File: config.mk
export PLATFORM = sky130hd
export DESIGN_NAME = ps_cfg_loader
export DESIGN_NICKNAME = d
export VERILOG_FILES = /design/src/rtl/ps_cfg_pkg.sv /design/src/rtl/ps_sync2.sv /design/src/rtl/ps_tick_timer.sv /design/src/rtl/ps_lsb_serializer.sv /design/src/rtl/ps_cfg_loader.sv
export SDC_FILE = /design/constraint.sdc
export NUM_CORES = 1
export LEC_CHECK = 0
export ABC_CLOCK_PERIOD_IN_PS = 6000
export BUFFER_PORTS_ARGS = -buffer_cell sky130_fd_sc_hd__buf_4
export CAP_MARGIN = 15
export CORE_UTILIZATION = 40
export DETAILED_ROUTE_END_ITERATION = 12
export GPL_TIMING_DRIVEN = 0
export SETUP_SLACK_MARGIN = 0.5
export SLEW_MARGIN = 10
export SYNTH_ARGS = -nofsm -noshare
export SYNTH_HDL_FRONTEND = slang
export SYNTH_SLANG_ARGS = --single-unit
export TNS_END_PERCENT = 20
File: constraint.sdc
create_clock -name clk -period 6 [get_ports clk]
set_clock_uncertainty 0.15 [all_clocks]
set_input_delay 1.2 -clock clk [delete_from_list [all_inputs] [get_ports clk]]
set_output_delay 1.2 -clock clk [all_outputs]
set_load 0.03 [all_outputs]
File: src/rtl/ps_cfg_pkg.sv
package ps_cfg_pkg;
  typedef enum logic [1:0] {
    ST_IDLE,
    ST_RESET,
    ST_POLL,
    ST_STREAM
  } ps_state_t;

  localparam logic [1:0] ERR_RST_CHK = 2'b00;
  localparam logic [1:0] ERR_TIMEOUT = 2'b01;
  localparam logic [1:0] ERR_CFG     = 2'b10;
  localparam logic [1:0] ERR_REJECT  = 2'b11;
endpackage

File: src/rtl/ps_sync2.sv
module ps_sync2 #(
  parameter bit RESET_VAL = 1'b1
) (
  input  logic clk,
  input  logic rst_n,
  input  logic d_i,
  output logic q_o
);
  logic meta_q;
  logic sync_q;

  always_ff @(posedge clk or negedge rst_n) begin
    if (!rst_n) begin
      meta_q <= RESET_VAL;
      sync_q <= RESET_VAL;
    end else begin
      meta_q <= d_i;
      sync_q <= meta_q;
    end
  end

  assign q_o = sync_q;
endmodule

File: src/rtl/ps_tick_timer.sv
module ps_tick_timer #(
  parameter int W = 8
) (
  input  logic         clk,
  input  logic         rst_n,
  input  logic         load_i,
  input  logic [W-1:0] load_val_i,
  output logic         expired_o
);
  logic [W-1:0] cnt_q;

  always_ff @(posedge clk or negedge rst_n) begin
    if (!rst_n) begin
      cnt_q <= '0;
    end else if (load_i) begin
      cnt_q <= load_val_i;
    end else if (cnt_q != '0) begin
      cnt_q <= cnt_q - 1'b1;
    end
  end

  assign expired_o = (cnt_q == '0);
endmodule

File: src/rtl/ps_lsb_serializer.sv
module ps_lsb_serializer #(
  parameter int SCK_HALF = 2,
  parameter int BYTE_W   = 8
) (
  input  logic              clk,
  input  logic              rst_n,
  input  logic              en_i,
  input  logic [BYTE_W-1:0] in_data_i,
  input  logic              in_last_i,
  input  logic              in_valid_i,
  output logic              in_ready_o,
  output logic              sck_o,
  output logic              sdo_o,
  output logic              end_o
);
  localparam int DW = (SCK_HALF > 1) ? $clog2(SCK_HALF) : 1;
  localparam int BW = $clog2(BYTE_W);
  localparam logic [DW-1:0] DIV_TOP = DW'(SCK_HALF - 1);
  localparam logic [BW-1:0] BIT_TOP = BW'(BYTE_W - 1);

  logic              busy_q;
  logic              last_q;
  logic              sck_q;
  logic              end_q;
  logic [BYTE_W-1:0] sh_q;
  logic [BW-1:0]     bit_q;
  logic [DW-1:0]     div_q;
  logic              take;

  assign in_ready_o = en_i && !busy_q;
  assign take       = in_valid_i && in_ready_o;

  always_ff @(posedge clk or negedge rst_n) begin
    if (!rst_n) begin
      busy_q <= 1'b0;
      last_q <= 1'b0;
      sck_q  <= 1'b0;
      end_q  <= 1'b0;
      sh_q   <= '0;
      bit_q  <= '0;
      div_q  <= '0;
    end else begin
      end_q <= 1'b0;
      if (take) begin
        sh_q   <= in_data_i;
        last_q <= in_last_i;
        busy_q <= 1'b1;
        bit_q  <= '0;
        div_q  <= '0;
        sck_q  <= 1'b0;
      end else if (busy_q) begin
        if (div_q == DIV_TOP) begin
          div_q <= '0;
          sck_q <= ~sck_q;
          if (sck_q) begin
            // falling edge: advance to the next bit or finish the byte
            if (bit_q == BIT_TOP) begin
              busy_q <= 1'b0;
              end_q  <= last_q;
            end else begin
              sh_q  <= sh_q >> 1;
              bit_q <= bit_q + 1'b1;
            end
          end
        end else begin
          div_q <= div_q + 1'b1;
        end
      end
    end
  end

  assign sck_o = sck_q;
  assign sdo_o = sh_q[0];
  assign end_o = end_q;
endmodule

File: src/rtl/ps_cfg_loader.sv
module ps_cfg_loader
  import ps_cfg_pkg::*;
#(
  parameter int CLK_HZ   = 50_000_000,
  parameter int RESET_US = 50,
  parameter int POLL_US  = 50,
  parameter int POLL_MAX = 20,
  parameter int SCK_HALF = 2
) (
  input  logic       clk,
  input  logic       rst_n,
  input  logic       start_i,
  input  logic       partial_i,
  output logic       cfg_n_o,
  input  logic       status_n_i,
  output logic       dclk_o,
  output logic       data_o,
  input  logic [7:0] byte_data_i,
  input  logic       byte_last_i,
  input  logic       byte_valid_i,
  output logic       byte_ready_o,
  output logic       busy_o,
  output logic       done_o,
  output logic       err_o,
  output logic [1:0] err_code_o
);
  localparam int CYC_PER_US = CLK_HZ / 1_000_000;
  localparam int RESET_CYC  = RESET_US * CYC_PER_US;
  localparam int POLL_CYC   = POLL_US * CYC_PER_US;
  localparam int MAX_CYC    = (RESET_CYC > POLL_CYC) ? RESET_CYC : POLL_CYC;
  localparam int TW         = $clog2(MAX_CYC + 1);
  localparam int PW         = $clog2(POLL_MAX + 1);
  localparam logic [PW-1:0] POLL_LAST = PW'(POLL_MAX - 1);

  ps_state_t   state_q;
  logic        stat_n_s;
  logic        tmr_load;
  logic [TW-1:0] tmr_val;
  logic        tmr_exp;
  logic        ser_end;
  logic [PW-1:0] polls_q;
  logic        done_q;
  logic        err_q;
  logic [1:0]  code_q;
  logic        start_ok;

  ps_sync2 #(.RESET_VAL(1'b1)) i_stat_sync (
    .clk(clk), .rst_n(rst_n), .d_i(status_n_i), .q_o(stat_n_s)
  );

  assign start_ok = (state_q == ST_IDLE) && start_i && !partial_i;
  assign tmr_load = start_ok
                 || (state_q == ST_RESET && tmr_exp && !stat_n_s)
                 || (state_q == ST_POLL && tmr_exp && !stat_n_s && polls_q != POLL_LAST);
  assign tmr_val  = (state_q == ST_IDLE) ? TW'(RESET_CYC - 1) : TW'(POLL_CYC - 1);

  ps_tick_timer #(.W(TW)) i_timer (
    .clk(clk), .rst_n(rst_n), .load_i(tmr_load), .load_val_i(tmr_val),
    .expired_o(tmr_exp)
  );

  ps_lsb_serializer #(.SCK_HALF(SCK_HALF), .BYTE_W(8)) i_ser (
    .clk(clk), .rst_n(rst_n), .en_i(state_q == ST_STREAM),
    .in_data_i(byte_data_i), .in_last_i(byte_last_i),
    .in_valid_i(byte_valid_i), .in_ready_o(byte_ready_o),
    .sck_o(dclk_o), .sdo_o(data_o), .end_o(ser_end)
  );

  always_ff @(posedge clk or negedge rst_n) begin
    if (!rst_n) begin
      state_q <= ST_IDLE;
      polls_q <= '0;
      done_q  <= 1'b0;
      err_q   <= 1'b0;
      code_q  <= ERR_RST_CHK;
    end else begin
      unique case (state_q)
        ST_IDLE: begin
          if (start_i) begin
            done_q <= 1'b0;
            if (partial_i) begin
              err_q  <= 1'b1;
              code_q <= ERR_REJECT;
            end else begin
              err_q   <= 1'b0;
              state_q <= ST_RESET;
            end
          end
        end
        ST_RESET: begin
          if (tmr_exp) begin
            if (stat_n_s) begin
              err_q   <= 1'b1;
              code_q  <= ERR_RST_CHK;
              state_q <= ST_IDLE;
            end else begin
              polls_q <= '0;
              state_q <= ST_POLL;
            end
          end
        end
        ST_POLL: begin
          if (tmr_exp) begin
            if (stat_n_s) begin
              state_q <= ST_STREAM;
            end else if (polls_q == POLL_LAST) begin
              err_q   <= 1'b1;
              code_q  <= ERR_TIMEOUT;
              state_q <= ST_IDLE;
            end else begin
              polls_q <= polls_q + 1'b1;
            end
          end
        end
        ST_STREAM: begin
          if (ser_end) begin
            if (!stat_n_s) begin
              err_q  <= 1'b1;
              code_q <= ERR_CFG;
            end else begin
              done_q <= 1'b1;
            end
            state_q <= ST_IDLE;
          end
        end
        default: state_q <= ST_IDLE;
      endcase
    end
  end

  assign cfg_n_o    = (state_q != ST_RESET);
  assign busy_o     = (state_q != ST_IDLE);
  assign done_o     = done_q;
  assign err_o      = err_q;
  assign err_code_o = code_q;
endmodule

; After elaboration in Yosys (flattened, before gate mapping)
; Index checks and enable logic that the tools add are counted.
[classes]
addsub = 4
multipliers = 0
div_mod_pow = 0
order_cmp = 0
n_eq_ne = 22
shift = 0
mux = 66
bitwise = 1
n_reduce_logical = 31
[ops]
columns = op, n
row1 = 8-bit two-way mux, 5
row2 = 2-bit two-way mux, 17
row3 = 1-bit two-way mux, 27
row4 = 5-bit two-way mux, 5
row5 = 12-bit two-way mux, 2
row6 = 2-bit != test (second input constant), 11
row7 = 2-bit one-hot mux with 4 select lines, 2
row8 = 3-bit two-way mux, 5
row9 = 2-bit nonzero test, 7
row10 = 12-bit logical NOT, 1
row11 = 6-bit AND reduction, 2
row12 = 12-bit nonzero test, 1
row13 = 12-bit by 1-bit subtractor with 12-bit output (second input constant), 1
row14 = 5-bit one-hot mux with 2 select lines, 1
row15 = 1-bit logical AND, 9
row16 = 9-bit AND reduction, 1
row17 = 2-bit by 1-bit != test with 1-bit output (second input constant), 4
row18 = 4-bit AND reduction, 2
row19 = 8-bit AND reduction, 1
row20 = 5-bit by 1-bit adder with 5-bit output (second input constant), 1
row21 = 5-bit equality test (second input constant), 1
row22 = 5-bit != test (second input constant), 1
row23 = 2-bit equality test (second input constant), 2
row24 = 1-bit one-hot mux with 4 select lines, 1
row25 = 11 further kinds, 14
[word_totals]
regBits = 41
latchBits = 0
ramBits = 0
mem_bits_ro = 0
in_bits = 15
output_inout_bits = 9
word_cells = 139
memories = 0

; Depth between registers and ports, before layout
; Gate-level depths: netlist of the first run.
[logic_depth]
ltp_word = 6
mapped_depth = 7
ltp_nobuf = 6

; Modules after synthesis
; From an unflattened synthesis of the first run, not the netlist that was laid out.
[hier_totals]
hier_cells = 200
hier_area_um2 = 2220.9
[modules_own_cells]
columns = mod, n_inst, cells_each, area_each_um2, seq_area_each_um2
row1 = ps_cfg_loader, 1, 72, 730.7, 275.3
row2 = ps_tick_timer, 1, 72, 730.7, 300.3
row3 = ps_lsb_serializer, 1, 54, 706.9, 400.4
row4 = ps_sync2, 1, 2, 52.6, 52.6

; Worst setup path after synthesis of the first run
; OpenSTA, ideal clock, no wires.
[synth_timing]
path_kind = register to output
startpoint = register state_q[1]
endpoint = output port byte_ready_o
arrival_time_ns = 1.083
required_time_ns = 4.650
slack_ns = 3.567
stages_incl_launch_ff = 3
n_path_buf = 0
cell_sequence = dfrtp_1 -> ha_1 -> nor2b_1
[synth_via]
elab_chain_cells = 2
[synth_lines]
columns = item, line
row1 = start: declaration, ps_cfg_loader.sv:35  ; ps_state_t state_q;
row2 = start signal: assignment, ps_cfg_loader.sv:71  ; state_q <= ST_IDLE;
row3 = start signal: assignment, ps_cfg_loader.sv:86  ; state_q <= ST_RESET;
row4 = start signal: assignment, ps_cfg_loader.sv:95  ; state_q <= ST_IDLE;
row5 = 2-bit equality test, ps_cfg_loader.sv:63  ; .clk(clk), .rst_n(rst_n), .en_i(state_q == ST_STREAM),
row6 = net i_ser.en_i, ps_lsb_serializer.sv:7  ; input logic en_i,
row7 = 1-bit logical AND, ps_lsb_serializer.sv:30  ; assign in_ready_o = en_i && !busy_q;
row8 = end: declaration, ps_cfg_loader.sv:21  ; output logic byte_ready_o,
; The timed path passes the listed nets, and every way through them passes these cells.

; Worst setup path in the final report of the first run
[layout_timing]
startpoint = register state_q[0]
endpoint = output port busy_o
[layout_via]
elab_chain_cells = 1
[layout_lines]
columns = item, line
row1 = 2-bit nonzero test, ps_cfg_loader.sv:132  ; assign busy_o = (state_q != ST_IDLE);
row2 = end: declaration, ps_cfg_loader.sv:22  ; output logic busy_o,
; No other way between the ends.

==> impl_metrics.env, run 1 <==
export IMPL_status="finished clean"
export IMPL_hold_buffers=0
export IMPL_crit_path_max_fanout=5
export IMPL_fin_crit_ps=2777
export IMPL_htree_num_levels=2
export IMPL_grt_pass1_vias=1710
export IMPL_cts_root_buf="clkbuf_8"
export IMPL_ys_top_cells_by_area="dfrtp_1 43%, ha_1 5.5%, mux2i_1 4.9%"
export IMPL_grtUsageTotal_pct=16.83
export IMPL_grt_max_degree=42
export IMPL_first_iter_violations=72
export IMPL_nNetsFinal=275
export IMPL_max_cap_viol_count=0
export IMPL_min_path_type="reg2reg"
export IMPL_synth_ff_type="dfrtp_1"
export IMPL_end_kind="primary output"
export IMPL_ioPinCount=24
export IMPL_syn_area_per_cell_um2=10.26
export IMPL_vdd_drop_max_uv=118.0
export IMPL_synth_edf_count=0
export IMPL_yosysSeqAreaShare_pct=45.57
export IMPL_synth_top_area_share_pct=43.24
export IMPL_synth_cell_types=50
export IMPL_ys_warn_count=0
export IMPL_grt_pass1_wl_mm=7.941
export IMPL_critPathKind="reg2out"
export IMPL_hold_violations=0
export IMPL_area_growth_synth_to_final_pct=16.69
export IMPL_postRouteAntennaNets=0
export IMPL_syn_inst=220
export IMPL_die_w_um=77.12
export IMPL_instances_no_fill=321
export IMPL_tns_ps=0
export IMPL_gr_total_overflow=0
export IMPL_post_cts_buffers=0
export IMPL_comb_power_share_pct=3.1
export IMPL_net_switching_power_mw=0.1035
export IMPL_synthArstFlopShare_pct=100.0
export IMPL_drt_pass1_iterations=4
export IMPL_cts_sinks=41
export IMPL_power_density_mw_per_mm2=198.7
export IMPL_wire_per_inst_um=13.55
export IMPL_vias_per_cell=5.231
export IMPL_dpl_hpwl_mm=3.233
export IMPL_p_seq_share_pct=53.0
export IMPL_synth_seq_cells=41
export IMPL_timing_slew_headroom_pct=47.28
export IMPL_syn_nets=245
export IMPL_cts_tree="yes"
export IMPL_sw_frac_of_total_pct=19.77
export IMPL_n_antenna_cell=0
export IMPL_routed_wirelength_mm=4.350
export IMPL_p_clk_share_pct=43.9
export IMPL_required_ps=4650
export IMPL_rows=26
export IMPL_p_leak_nw=1.112
export IMPL_clock_fmax_mhz=360.1
export IMPL_io_buffers=23
export IMPL_finalSetupViolCount=0
export IMPL_p_int_mw=0.4200
export IMPL_worstPathArrival_ps=1430
export IMPL_gp_congestion=0.7520
export IMPL_drive_gt1_share_pct=19.12
export IMPL_cts_buffers=5
export IMPL_period_share_pct=46.28
export IMPL_clk_pin_slew_ps=80
export IMPL_fp_dieH_um=77.12
export IMPL_yosysTopAreaCell="dfrtp_1"
export IMPL_grt_antenna_before_repair=0
export IMPL_clock_path_buffers=2
export IMPL_place_inst=313
export IMPL_rsz0062_at_grt="false"
export IMPL_insertion_delay_ps=290
export IMPL_tightest_slew_ps=782.5
export IMPL_slew_viol_final=0
export IMPL_cts_resized=0
export IMPL_drcViolationCount=0
export IMPL_startpoint_type="flop"
export IMPL_vias=1679
export IMPL_start_util_pct=42.83
export IMPL_fp_coreArea_mm2=0.005270
export IMPL_dieArea_mm2=0.005947
export IMPL_synth_area_mm2=0.002257
-- placed cells by master, fill, tap and decap left out, drive strengths merged, types with 2 or more instances in the layout --
cell type / n
a2111oi: 2
a211oi: 2
a21oi: 9
a221o: 2
a22o: 3
a31oi: 2
and4: 2
buf: 26
clkbuf: 11
dfrtp: 39
dfstp: 2
ha: 10
inv: 12
mux2: 4
mux2i: 11
nand2: 26
nand2b: 6
nand3: 6
nand3b: 2
nor2: 15
nor2b: 2
nor3: 7
nor3b: 3
nor4: 2
o211ai: 3
o21ai: 14
o31ai: 4
or3: 3
or4: 2
xnor2: 2
xor2: 4
-- Yosys cell counts (2+ instances only) --
cell / n
xor2_1: 4
or3_1: 3
nor4_2: 2
dfrtp_1: 39
dfstp_2: 2
o31ai_1: 4
a22o_1: 3
and4_1: 2
mux2_2: 2
or4_1: 2
clkbuf_1: 4
nor3_1: 4
o211ai_1: 3
nor2b_1: 2
a31oi_1: 2
nor3b_1: 3
nor3_2: 2
a21oi_1: 9
a221o_1: 2
nand2_1: 26
nand3b_1: 2
ha_1: 10
buf_2: 2
xnor2_1: 2
nor2_1: 14
mux2i_1: 11
inv_1: 12
a2111oi_4: 2
nand2b_1: 6
a211oi_1: 2
nand3_1: 6
o21ai_0: 13
-- final timing paths --
check / startpoint / endpoint / slack [ps] / depth (start not counted)
setup / recovery: state_q[0] / busy_o / 3220 / 4
hold / removal: i_stat_sync.meta_q / i_stat_sync.q_o / 210 / 0
setup reg to reg: i_timer.cnt_q[0] / polls_q[1] / 3680 / 7
hold reg to reg: i_stat_sync.meta_q / i_stat_sync.q_o / 210 / 0
max in group asynchronous: rst_n / i_stat_sync.meta_q / 4610 / 1
min in group asynchronous: rst_n / i_timer.cnt_q[6] / 730 / 1
-- logic make-up (layout without fill, tap and decap cells) --
group | count (synthesis) | count (layout) | synth area share, %
and+or+nand+nor | 83 | 83 | 20.73
muxes | 15 | 15 | 7.040
buffers and inverters | 19 | 50 | 3.437
DFF | 41 | 41 | 45.57
adders and majority gates | 10 | 10 | 5.543
AOI/OAI and AO/OA | 46 | 46 | 15.35
xor gates and xnor gates | 6 | 6 | 2.328
-- power groups by stage --
| stage | logic, mW | clock network [mW] | registers, mW |
|---|---|---|---|
| finish | 0.0163 | 0.230 | 0.277 |
| CTS | 0.0171 | 0.238 | 0.277 |
| global route | 0.0186 | 0.251 | 0.278 |
| floorplan | 0.00291 | 0 | 0.283 |
| global placement | 0.0168 | 0 | 0.283 |
| detailed placement | 0.0170 | 0 | 0.283 |
-- flip-flops by register name, indices dropped and copies added (netlist names), 2 cells and up --
name / count
i_timer.cnt_q: 12
i_ser.sh_q: 8
polls_q: 5
i_ser.bit_q: 3
err_code_o: 2
state_q: 2
-- layer usage --
layer / routed length, µm / up-vias / global-route usage (%)
li1: - / 847 / -
met1: 2150 / 793 / 22.70
met2: 1984 / 32 / 26.37
met3: 149 / 7 / 3.452
met4: 66 / 0 / 6.415
met5: 0 / - / 0
-- final cells by class --
cell class | count | area, µm²
fillers | 512 | 2636
multi-input cells | 160 | 1151
flip-flops and latches | 41 | 1028
repair buffers | 23 | 172.7
well taps | 70 | 87.58
clock buffers | 7 | 86.33
inverters | 12 | 45.04
plain buffers | 7 | 32.53
clock inverters | 1 | 30.03
-- metrics by stage --
| stage | instance area, µm² | setup WS [ps] | hold WS, ps | power (mW) | util [%] |
|---|---|---|---|---|---|
| after floorplan | 2257 | 3567 | 195.2 | 0.2858 | - |
| after global placement | 2517 | 3399 | 196.1 | 0.2997 | 47.77 |
| after detailed placement | 2517 | 3366 | 197.0 | 0.2999 | 47.77 |
| after CTS | 2634 | 3197 | 209.3 | 0.5322 | 49.98 |
| after global routing | 2634 | 3098 | 217.6 | 0.5470 | 49.98 |
| final | 2634 | 3223 | 208.0 | 0.5234 | 49.98 |
-- worst max-delay path: stages, from the launching register on --
cell and delay [ps]:
dfrtp_1 400, inv_1 140, ha_1 350, inv_1 70, buf_4 170
No activity file was read; power rests on OpenSTA's default activity.
==> run 2, diff against run 1 <==
- ABC_CLOCK_PERIOD_IN_PS: 6000 -> 2700
- clock period: 6 -> 2.7 ns (I/O delays scaled with it)
==> run 2 against run 1 <==
Sequential power grew 120%. Sequential share of layout area shrank 0.73 points. Die area stayed put. Cell count increased by 0.62%. Combinational power is 130% higher. Critical path depth is 3 higher. Register-to-register slack worse by 3100 ps. Core utilization is 0.95 points higher. Worst hold slack got worse by 130 ps. Clock power up 120%.
==> impl_metrics.env, run 2 (synthesized netlist as in run 1, its figures left out) <==
export IMPL_required_ps=2730
export IMPL_period_share_pct=79.00
export IMPL_rows=26
export IMPL_drcViolationCount=0
export IMPL_tns_ps=0
export IMPL_sw_frac_of_total_pct=19.65
export IMPL_nNetsFinal=277
export IMPL_final_cell_mix="39 x dfrtp_1, 26 x nand2_1, 26 x buf_4"
export IMPL_first_iter_violations=66
export IMPL_final_common_cell="dfrtp_1"
export IMPL_critPathKind="reg2reg"
export IMPL_largestRegisters="i_timer.cnt_q x12, i_ser.sh_q x8, polls_q x5"
export IMPL_p_clk_share_pct=43.8
export IMPL_io_buffers=23
export IMPL_hold_ws_ps=73.19
export IMPL_grt_pass1_wl_mm=7.990
export IMPL_fin_crit_ps=2133
export IMPL_die_w_um=77.12
export IMPL_finalInstanceArea_mm2=0.002684
export IMPL_drt_pass1_iterations=4
export IMPL_cts_tree="yes"
export IMPL_clock_path_buffers=2
export IMPL_net_switching_power_mw=0.2283
export IMPL_postRouteAntennaNets=0
export IMPL_gr_total_overflow=0
export IMPL_vias=1689
export IMPL_hold_violations=0
export IMPL_cts_buffers=5
export IMPL_timing_slew_headroom_pct=58.74
export IMPL_fp_dieH_um=77.12
export IMPL_htree_num_levels=2
export IMPL_clock_fmax_mhz=468.8
export IMPL_top_layer="met4"
export IMPL_worstReg2RegEnd="polls_q[1]"
export IMPL_min_path_type="in2async"
export IMPL_largest_register_ffs=12
export IMPL_p_int_mw=0.9335
export IMPL_dieArea_mm2=0.005947
export IMPL_largest_register="i_timer.cnt_q"
export IMPL_crit_path_max_fanout=10
export IMPL_wl_met2_mm=2.039
export IMPL_rsz0062_at_grt="true"
export IMPL_cts_sinks=41
export IMPL_insertion_delay_ps=290
export IMPL_wire_per_inst_um=13.84
export IMPL_crit_path_start="i_timer.cnt_q[1]"
export IMPL_placed_area_mm2=0.002517
export IMPL_worst_slack_ps=567.0
export IMPL_grt_antenna_before_repair=0
export IMPL_clk_pin_slew_ps=70
export IMPL_dpl_hpwl_mm=3.233
export IMPL_r2r_slack_ps=570
export IMPL_n_antenna_cell=0
export IMPL_vdd_drop_max_uv=262.2
export IMPL_dp_slack_ps=392.1
export IMPL_rr_worst_depth=7
export IMPL_worstPathArrival_ps=2170
export IMPL_grt_max_degree=42
export IMPL_finalSetupViolCount=0
export IMPL_vias_per_cell=5.229
export IMPL_hold_buffers=0
export IMPL_p_leak_nw=1.128
export IMPL_final_util_pct=50.93
export IMPL_grt_pass1_vias=1713
export IMPL_comb_power_share_pct=3.2
export IMPL_slew_viol_final=0
export IMPL_end_kind="flop"
export IMPL_ioPinCount=24
export IMPL_route_met3_wl_um=121
export IMPL_startpoint_type="flop"
export IMPL_p_seq_share_pct=53.1
export IMPL_drive_gt1_share_pct=22.13
export IMPL_fp_coreArea_mm2=0.005270
export IMPL_cts_root_buf="clkbuf_8"
export IMPL_r2r_start="i_timer.cnt_q[1]"
export IMPL_start_util_pct=42.83
export IMPL_gp_congestion=0.7520
export IMPL_status="finished clean"
export IMPL_crit_end="polls_q[1]"
export IMPL_grtUsageTotal_pct=16.91
export IMPL_power_density_mw_per_mm2=432.9
export IMPL_max_cap_viol_count=0
export IMPL_tightest_slew_ps=615.2
export IMPL_routed_wirelength_mm=4.469
export IMPL_wl_met1_mm=2.242
export IMPL_area_growth_synth_to_final_pct=18.90
## run 2: stage by stage
stage	power, mW	cells
after floorplan	0.6352	220
after global placement	0.6659	313
after detailed placement	0.6665	313
after CTS	1.183	321
after global routing	1.216	323
final	1.162	323
## run 2: layout make-up
| class | instances | area (µm²) |
|---|---|---|
| fill | 509 | 2586 |
| multi-input combinational | 160 | 1179 |
| sequential | 41 | 1028 |
| timing repair buffer | 25 | 187.7 |
| tap | 70 | 87.58 |
| clock buffer | 7 | 86.33 |
| inverter | 12 | 45.04 |
| buffer | 7 | 40.04 |
| clock inverter | 1 | 30.03 |
## run 2: how the worst min path moves through the flow
stage,startpoint,end,slack [ps],depth (start not counted)
floorplan,rst_n,done_o,90,0
global placement,i_stat_sync.meta_q,i_stat_sync.q_o,200,0
detailed placement,i_stat_sync.meta_q,i_stat_sync.q_o,200,0
CTS,rst_n,polls_q[0],90,1
global route,rst_n,polls_q[0],110,1
finish,rst_n,i_timer.cnt_q[2],70,1
## run 2: critical path, cell delays in order (launching register included)
cell and delay [ps]:
dfrtp_1 430, inv_1 100, ha_1 190, nor2b_4 200
and4_4 260, buf_6 150, mux2_1 320, a22o_1 220
## run 2: per-layer routing
metal / vias to the layer above / GRT usage [%]
met1: 801 / 22.85
met3: 7 / 3.452
li1: 849 / -
met5: - / 0
met4: 0 / 6.415
met2: 32 / 26.46
## run 2: power groups by stage
stage | sequential (mW) | combinational (mW) | clock (mW)
after CTS | 0.616 | 0.0381 | 0.528
after detailed placement | 0.629 | 0.0379 | 0
after global routing | 0.617 | 0.0419 | 0.558
after global placement | 0.629 | 0.0373 | 0
after floorplan | 0.629 | 0.00647 | 0
final | 0.617 | 0.0369 | 0.508
## run 2: repair_timing
| action | CTS | global route |
|---|---|---|
| resized for setup | 3 | 10 |
| setup endpoints to repair | 8 | 15 |
| pin swaps | 0 | 1 |
| buffers inserted | 0 | 2 |
==> run 3, diff against run 2 <==
- ABC_CLOCK_PERIOD_IN_PS: 2700 -> 2100
- clock period: 2.7 -> 2.1 ns (I/O delays scaled with it)
==> run 3 against run 2 <==
Combinational power up 46%. Critical endpoint is now state_q[1]. Routed wire length up 9.4%. Clock-buffer cell count unchanged.
==> impl_metrics.env, run 3 (synthesized netlist as in run 1, its figures left out) <==
export IMPL_status="finished clean"
export IMPL_dp_slack_ps=-34.24
export IMPL_insertion_delay_ps=290
export IMPL_fp_coreArea_mm2=0.005270
export IMPL_critPathKind="reg2reg"
export IMPL_finalSetupViolCount=0
export IMPL_die_w_um=77.12
export IMPL_vdd_drop_max_uv=347.9
export IMPL_hold_violations=0
export IMPL_ioPinCount=24
export IMPL_dpl_hpwl_mm=3.151
export IMPL_area_growth_synth_to_final_pct=37.53
export IMPL_wire_per_inst_um=14.05
export IMPL_p_int_mw=1.079
export IMPL_sw_frac_of_total_pct=21.52
export IMPL_grt_max_degree=42
export IMPL_clock_path_buffers=2
export IMPL_largestRegisters="i_timer.cnt_q x12, i_ser.sh_q x8, polls_q x5"
export IMPL_tightest_slew_ps=520.8
export IMPL_vias=1817
export IMPL_min_path_type="in2reg"
export IMPL_dieArea_mm2=0.005947
export IMPL_nNetsFinal=303
export IMPL_largest_register="i_timer.cnt_q"
export IMPL_vias_per_cell=5.221
export IMPL_gp_congestion=0.7749
export IMPL_power_density_mw_per_mm2=442.7
export IMPL_grt_pass1_vias=1734
export IMPL_gr_total_overflow=0
export IMPL_largest_register_ffs=12
export IMPL_end_kind="flop"
export IMPL_cts_root_buf="clkbuf_8"
export IMPL_cts_tree="yes"
export IMPL_htree_num_levels=2
export IMPL_fp_dieH_um=77.12
export IMPL_grt_pass1_wl_mm=8.135
export IMPL_net_switching_power_mw=0.2958
export IMPL_p_leak_nw=1.326
export IMPL_crit_path_max_fanout=10
export IMPL_postRouteAntennaNets=0
export IMPL_drt_pass1_iterations=4
export IMPL_drive_gt1_share_pct=40.65
export IMPL_grt_antenna_before_repair=0
export IMPL_drcViolationCount=0
export IMPL_io_buffers=23
export IMPL_p_seq_share_pct=57.7
export IMPL_slew_viol_final=0
export IMPL_final_cell_mix="47 x buf_4, 35 x dfrtp_1, 26 x nand2_1"
export IMPL_routed_wirelength_mm=4.890
export IMPL_first_iter_violations=89
export IMPL_fin_crit_ps=1953
export IMPL_period_share_pct=93.00
export IMPL_hold_ws_ps=87.04
export IMPL_rows=26
export IMPL_final_common_cell="buf_4"
export IMPL_max_cap_viol_count=0
export IMPL_worst_slack_ps=147.0
export IMPL_comb_power_share_pct=3.9
export IMPL_cts_sinks=41
export IMPL_grtUsageTotal_pct=17.31
export IMPL_rsz0062_at_grt="true"
export IMPL_start_util_pct=42.83
export IMPL_required_ps=2130
export IMPL_clock_fmax_mhz=512.0
export IMPL_p_clk_share_pct=38.4
export IMPL_clk_pin_slew_ps=80
export IMPL_timing_slew_headroom_pct=65.28
export IMPL_cts_buffers=5
export IMPL_worstPathArrival_ps=1990
export IMPL_startpoint_type="flop"
export IMPL_n_antenna_cell=0
run 3: changes by cell type in the layout (fill, tap and decap cells not counted), moves of 4 or more:
cell,change
buf_6,+5
ha_4,+5
buf_4,+21
ha_1,-8
inv_1,-4
dfrtp_1,-4
o21ai_0,-4
dfrtp_2,+4
run 3: final timing paths:
check	start	to	slack [ps]	depth (start not counted)
setup / recovery	i_stat_sync.q_o	state_q[1]	150	5
hold / removal	status_n_i	i_stat_sync.meta_q	90	1
setup reg to reg	i_stat_sync.q_o	state_q[1]	150	5
hold reg to reg	i_stat_sync.meta_q	i_stat_sync.q_o	210	0
max in group asynchronous	rst_n	state_q[0]	910	2
min in group asynchronous	rst_n	polls_q[1]	500	2
run 3: power groups by stage:
stage / logic, mW / clock network, mW / registers [mW]
CTS: 0.0530 / 0.548 / 0.793
global placement: 0.0484 / 0 / 0.808
global route: 0.0612 / 0.580 / 0.793
floorplan: 0.00924 / 0 / 0.808
detailed placement: 0.0488 / 0 / 0.808
finish: 0.0539 / 0.528 / 0.793
run 3: final cells by class:
type                       count  area [µm²]
inverter                      12       47.55
tap                           70       87.58
buffer                         7       67.56
sequential                    41        1033
multi-input combinational    160        1381
clock buffer                   7       86.33
timing repair buffer          51       400.4
fill                         452        2166
run 3: worst max-delay path, cell delays in order, from the launching register on:
cell	delay (ps)
dfstp_2	520
clkbuf_4	200
nand2b_4	210
nor2_4	60
a2111oi_4	380
mux2_4	330
run 3: per-stage QoR:
| stage | total power, mW | TNS [ps] | utilization, % | cell area (µm²) | std cells |
|---|---|---|---|---|---|
| after floorplan | 0.8176 | 0 | - | 2320 | 220 |
| final | 1.374 | 0 | 58.90 | 3104 | 348 |
| after CTS | 1.394 | 0 | 55.67 | 2934 | 337 |
| after global routing | 1.434 | 0 | 58.90 | 3104 | 348 |
| after global placement | 0.8566 | -25.73 | 48.96 | 2580 | 313 |
| after detailed placement | 0.8571 | -79.93 | 48.96 | 2580 | 313 |
run 3: per-layer routing:
metal	track usage, %	part of all wire [%]
met1	23.61	49
met2	27.70	48
met3	3.690	2.6
met4	4.528	0.78
met5	0	0
run 3: timing repair:
item                                    4_1_cts  5_1_grt
hold buffers                                  1        0
endpoints found under the hold margin        39        0
setup buffers                                16       11
resized for setup                            32       24
endpoints found under the setup margin       36       39
pin swaps                                    10       12
